## src/rtl/cpr_pkg.sv

```systemverilog
package cpr_pkg;
  typedef struct packed {
    logic rec_n;
    logic cmp_b;
    logic cmp_a;
    logic ref_p;
    logic pb;
    logic pa;
  } cpr_pins_t;
  localparam int PIN_W = $bits(cpr_pins_t);
endpackage

```

## src/rtl/cpr_sync.sv

```systemverilog
module cpr_sync #(
  parameter int W      = 6,
  parameter int STAGES = 2
) (
  input  logic         clk,
  input  logic         rst_n,
  input  logic [W-1:0] d,
  output logic [W-1:0] q
);
  logic [W-1:0] stg [STAGES];

  for (genvar g = 0; g < STAGES; g++) begin : g_stage
    if (g == 0) begin : g_first
      always_ff @(posedge clk or negedge rst_n) begin
        if (!rst_n) stg[g] <= '1;
        else        stg[g] <= d;
      end
    end else begin : g_next
      always_ff @(posedge clk or negedge rst_n) begin
        if (!rst_n) stg[g] <= '1;
        else        stg[g] <= stg[g-1];
      end
    end
  end

  assign q = stg[STAGES-1];
endmodule

```

## src/rtl/cpr_irq.sv

```systemverilog
module cpr_irq #(
  parameter int MASK_CYC = 2
) (
  input  logic clk,
  input  logic rst_n,
  input  logic mode_req,
  input  logic ref_s,
  input  logic rec_s,
  output logic mode_q,
  output logic irq
);
  localparam int CW = $clog2(MASK_CYC + 1);

  logic [CW-1:0] hold_cnt;
  logic          prev_src;
  logic          cur_src;
  logic          mode_chg;

  assign mode_chg = (mode_req != mode_q);
  assign cur_src  = mode_q ? rec_s : ref_s;

  always_ff @(posedge clk or negedge rst_n) begin
    if (!rst_n) begin
      mode_q   <= 1'b0;
      hold_cnt <= '0;
      prev_src <= 1'b1;
      irq      <= 1'b0;
    end else begin
      mode_q   <= mode_req;
      prev_src <= cur_src;
      if (mode_chg)
        hold_cnt <= CW'(MASK_CYC);
      else if (hold_cnt != '0)
        hold_cnt <= hold_cnt - CW'(1);
      irq <= prev_src & ~cur_src & ~mode_chg & (hold_cnt == '0);
    end
  end


  irq_pulse_chk: assert property (@(posedge clk) disable iff (!rst_n)
    irq |=> !irq);


  mode_switch_quiet_chk: assert property (@(posedge clk) disable iff (!rst_n)
    (mode_q != $past(mode_q)) |-> !irq);


  mode_switch_next_chk: assert property (@(posedge clk) disable iff (!rst_n)
    (mode_q != $past(mode_q)) |=> !irq);
endmodule

```

## src/rtl/cpr_route.sv

```systemverilog
module cpr_route #(
  parameter int NCMP = 2
) (
  input  logic            clk,
  input  logic            rst_n,
  input  logic            mode_q,
  input  logic            stop_mode,
  input  logic            pa_s,
  input  logic            pb_s,
  input  logic            ref_s,
  input  logic [NCMP-1:0] cmp_s,
  input  logic            rec_s,
  input  logic            pin_wake_en,
  input  logic [NCMP-1:0] out_en,
  input  logic [NCMP-1:0] port_dr,
  output logic [NCMP:0]   in_bits,
  output logic [NCMP-1:0] cmp_pins,
  output logic            stop_wake
);
  logic [NCMP-1:0] cmp_live;
  logic [NCMP:0]   in_nxt;
  logic            pin_low;

  assign cmp_live = cmp_s & {NCMP{mode_q & ~stop_mode}};
  assign in_nxt   = mode_q ? {rec_s, cmp_live} : {ref_s, pb_s, pa_s};
  assign pin_low  = ~(pa_s & pb_s & ref_s);
  assign stop_wake = stop_mode & (~rec_s | (~mode_q & pin_wake_en & pin_low));

  always_ff @(posedge clk or negedge rst_n) begin
    if (!rst_n) in_bits <= '0;
    else        in_bits <= in_nxt;
  end

  for (genvar i = 0; i < NCMP; i++) begin : g_out
    assign cmp_pins[i] = out_en[i] ? cmp_live[i] : port_dr[i];


    dig_out_low_chk: assert property (@(posedge clk) disable iff (!rst_n)
      (!mode_q && out_en[i]) |-> !cmp_pins[i]);
  end


  stop_gate_chk: assert property (@(posedge clk) disable iff (!rst_n)
    (stop_mode && mode_q) |=> (in_bits[NCMP-1:0] == '0));


  wake_idle_chk: assert property (@(posedge clk) disable iff (!rst_n)
    !stop_mode |-> !stop_wake);
endmodule

```

## src/rtl/cmp_port_router.sv

```systemverilog
module cmp_port_router #(
  parameter int SYNC_STAGES = 2,
  parameter int MASK_CYC    = 2
) (
  input  logic       clk,
  input  logic       rst_n,
  input  logic       analog_mode,
  input  logic       stop_mode,
  input  logic       pin_a,
  input  logic       pin_b,
  input  logic       pin_ref,
  input  logic       cmp_a,
  input  logic       cmp_b,
  input  logic       rec_src_n,
  input  logic       pin_wake_en,
  input  logic [1:0] cmp_out_en,
  input  logic [1:0] port_dr,
  output logic [2:0] in_bits,
  output logic [1:0] cmp_pins,
  output logic       irq,
  output logic       stop_wake
);
  import cpr_pkg::*;

  cpr_pins_t raw, syn;
  logic      mode_q;

  assign raw = '{rec_n: rec_src_n, cmp_b: cmp_b, cmp_a: cmp_a,
                 ref_p: pin_ref, pb: pin_b, pa: pin_a};

  cpr_sync #(.W(PIN_W), .STAGES(SYNC_STAGES)) u_sync (
    .clk(clk), .rst_n(rst_n), .d(raw), .q(syn)
  );

  cpr_irq #(.MASK_CYC(MASK_CYC)) u_irq (
    .clk(clk), .rst_n(rst_n), .mode_req(analog_mode),
    .ref_s(syn.ref_p), .rec_s(syn.rec_n), .mode_q(mode_q), .irq(irq)
  );

  cpr_route #(.NCMP(2)) u_route (
    .clk(clk), .rst_n(rst_n), .mode_q(mode_q), .stop_mode(stop_mode),
    .pa_s(syn.pa), .pb_s(syn.pb), .ref_s(syn.ref_p),
    .cmp_s({syn.cmp_b, syn.cmp_a}), .rec_s(syn.rec_n),
    .pin_wake_en(pin_wake_en), .out_en(cmp_out_en), .port_dr(port_dr),
    .in_bits(in_bits), .cmp_pins(cmp_pins), .stop_wake(stop_wake)
  );
endmodule

```

## config.mk

```make
export PLATFORM = sky130hd
export DESIGN_NAME = cmp_port_router
export DESIGN_NICKNAME = d
export VERILOG_FILES = /design/src/rtl/cpr_pkg.sv /design/src/rtl/cpr_sync.sv /design/src/rtl/cpr_irq.sv /design/src/rtl/cpr_route.sv /design/src/rtl/cmp_port_router.sv
export SDC_FILE = /design/constraint.sdc
export NUM_CORES = 1
export LEC_CHECK = 0
export BUFFER_PORTS_ARGS = -buffer_cell sky130_fd_sc_hd__clkbuf_2
export CORE_MARGIN = 1
export CORE_UTILIZATION = 50
export CTS_CLUSTER_DIAMETER = 50
export DETAILED_ROUTE_END_ITERATION = 7
export PLACE_DENSITY_LB_ADDON = 0.08
export SETUP_SLACK_MARGIN = 0.2
export SKIP_CTS_REPAIR_TIMING = 1
export SLEW_MARGIN = 20
export SYNTH_ARGS = -nofsm -noshare
export SYNTH_HDL_FRONTEND = slang
export SYNTH_SLANG_ARGS = --single-unit
```

## constraint.sdc

```tcl
create_clock -name clk -period 1.65 [get_ports clk]
set_input_delay 0.0825 -clock clk [delete_from_list [all_inputs] [get_ports clk]]
set_output_delay 0.0825 -clock clk [all_outputs]
set_load 0.01 [all_outputs]
```

==> summary.md <==
| Metric | Value |
|---|---|
| Status | complete, no violations |
| Count of pins over their slew limit | 0 |
| Drt pass-1 iters | 2 |
| DR vias | ~420 |
| Ys Warns | 0 |
| Leak | 0.0004652 uW |
| FF+latch count, synth | 20 |
| Clk slew on worst S/H paths | approximately 0.1 ns |
| CTS tree | yes |
| Syn_nets | 62 |
| Crit path max fanout | 8 |
| Cell variety after synth | 18 |
| Htree depth | 1 |
| Die Height | approximately 40 um |
| Share of layout cells above drive strength 1 | 51.28% |
| DIE AREA | ~1500 um^2 |
| Worst Setup Start Kind | flip-flop |
| Drt total wl | 934 um |
| Hold WC Path Type | in2reg |
| Remaining DRCs | 0 |
| Final Setup Violations | 0 |
| Area of the core | around 1300 um^2 |
| Period minus WS final | about 1.3 ns |
| RR Endpoint | u_irq.hold_cnt[1] |
| Leading cell type in the layout, fill and taps excluded | clkbuf_2 |
| PD cells | 1096 nW/um^2 |
| Initial antenna violation count | 0 |
| Die Width | ~39 um |
| # IOs | 22 |
| Worst hold endpoint | u_route.in_bits[0] |
| Vias per cell | ~4.5 |
| Clock Path Buffers | 2 |
| Max Freq | ~760 MHz |
| FP Rows | 13 |
| Worst-Skew Late Latency | between 0.2 and 0.3 ns |
| First-pass GRT wire length | 1.386 mm |
| Initial Utilization | 53.37% |
| Reg-to-reg startpoint | u_irq.mode_q |
| Final net count | 95 |
| RSZ-0062 raised after global routing | no |
| Type of the worst setup path | reg2out |
| Wire length per cell | 10.04 um |
| Area Overhead vs Synth | 32.97% |
| # Max-Cap Violations | 0 |
| CP endpoint kind | output pin |
| Mapped Avg Cell Area | approximately 15 um^2 |
| Antenna Nets Post-Route | 0 |
| GRT Overall Usage | approximately 14% |
| FF-to-FF path depth | 2 |
| DRT iter0 DRCs | 3 |
| Worst hold margin | 0.02868 ns |
| Min-Delay Path Depth | 2 |
| Hold path startpoint | stop_mode |
| Sink Count | 20 |
| Worst path arrival time | around 1.2 ns |
| Slew Limit Headroom | between 70 and 80% |
| Worst slew pin tran | 0.4451 ns |
| Pin count of the biggest net entering global routing | 21 |
| Gpl congestion | between 0.6 and 0.7 |
| I/O Buffers | 21 |
| Crit path required time | roughly 1.6 ns |
| Seq/Total Area, Yosys | 74.41% |
| Vias in the first global route | around 370 |
| Cell area after synthesis | 694.4 um^2 |
| Number of diodes | 0 |
| GRT overflow | 0 |
| Detailed Place HPWL | 659.1 um |
| Root buffer cell | clkbuf_4 |
| Max VDD drop | 803.4 uV |
| Tcrit/Tclk final | between 70% and 80% |
| Gate Count Post-Synth | 46 |
| Total Neg Setup Slack | 0 ns |
| Layout Skew | approximately 0.0026 ns |
| R2R Setup Slk | approximately 0.57 ns |
| CTS Buf Count | 3 |
| Most frequent cells in the layout | clkbuf_2 (21), dfstp_2 (13), dlygate4sd3_1 (8), dfrtp_1 (7), inv_1 (6) |
| Hold Fails Final Rpt | 0 |
through the flow:
stage          instances  area (um^2)  setup slack [ns]  power (uW)  util, %
6_report              93        923.4            0.3369        1012    70.96
5_1_grt               93        923.4            0.2355        1074    70.96
4_1_cts               85        843.3            0.3214        1009    64.81
3_5_place_dp          81        807.0            0.5687       736.9    62.02
3_3_place_gp          81        807.0            0.6013       732.6    62.02
2_1_floorplan         46        694.4            0.6128       681.8        -
flip-flops by register name (all words and copies together) (netlist names):
name,flops
u_sync.q,6
u_irq.prev_src,1
u_irq.irq,1
u_irq.hold_cnt,2
u_route.in_bits,3
u_sync.stg,6
u_irq.mode_q,1
logic make-up after synthesis:
family | synth area share [%]
flops | 74.42
buf+inv | 4.865
xor+xnor | 2.523
mux | 3.603
compound gates | 5.225
simple gates | 7.569
fa+ha+maj | 1.802
final cells by class:
class | instances | area [um^2]
sequential | 20 | 516.7
fill | 98 | 377.9
timing repair buffer | 29 | 185.2
multi-input combinational | 19 | 143.9
clock buffer | 4 | 36.28
inverter | 6 | 22.52
tap | 15 | 18.77
cells in the mapped netlist:
| cell | n | share of area (%) |
|---|---|---|
| dfstp_2 | 13 | 49 |
| dfrtp_1 | 7 | 25 |
| inv_1 | 6 | 3.2 |
| nand2_1 | 2 | 1.1 |
| nand3b_1 | 2 | 2.2 |
| nor2_1 | 2 | 1.1 |
| o22ai_1 | 2 | 1.8 |
| xor2_1 | 2 | 2.5 |
| a211o_1 | 1 | 1.3 |
| a41o_1 | 1 | 1.4 |
| and3_1 | 1 | 0.90 |
| buf_6 | 1 | 1.6 |
| ha_1 | 1 | 1.8 |
| mux2_4 | 1 | 2.2 |
| mux2i_1 | 1 | 1.4 |
| nor2b_1 | 1 | 0.90 |
| nor3_2 | 1 | 1.4 |
| o21ai_0 | 1 | 0.72 |
report_power, final:
group | switching [uW] | internal, uW | total (uW)
combinational | 80.8 | 85.2 | 166
sequential | 23.7 | 551 | 574
clock | 137 | 134 | 271
critical path: stages, from the launching register on:
cell and delay, ns:
dfrtp_1 0.48, nand3b_1 0.19, o22ai_1 0.12, clkbuf_2 0.15
worst max path at each step:
stage / startpoint / end / cells after the start
finish: u_irq.mode_q / stop_wake / 3
global route: u_irq.mode_q / cmp_pins[1] / 3
CTS: u_irq.mode_q / stop_wake / 3
detailed placement: u_irq.mode_q / u_irq.hold_cnt[1] / 2
global placement: u_irq.mode_q / u_irq.hold_cnt[1] / 2
floorplan: u_irq.mode_q / u_irq.hold_cnt[1] / 3
routing by layer:
metal	vias up	GRT usage [%]	wire (um)
met4	0	7.759	0
met1	195	15.38	417
met2	15	23.75	475
met5	-	0	0
li1	213	-	-
met3	0	5.114	41
Note: power is estimated with default switching activity, not from simulation.
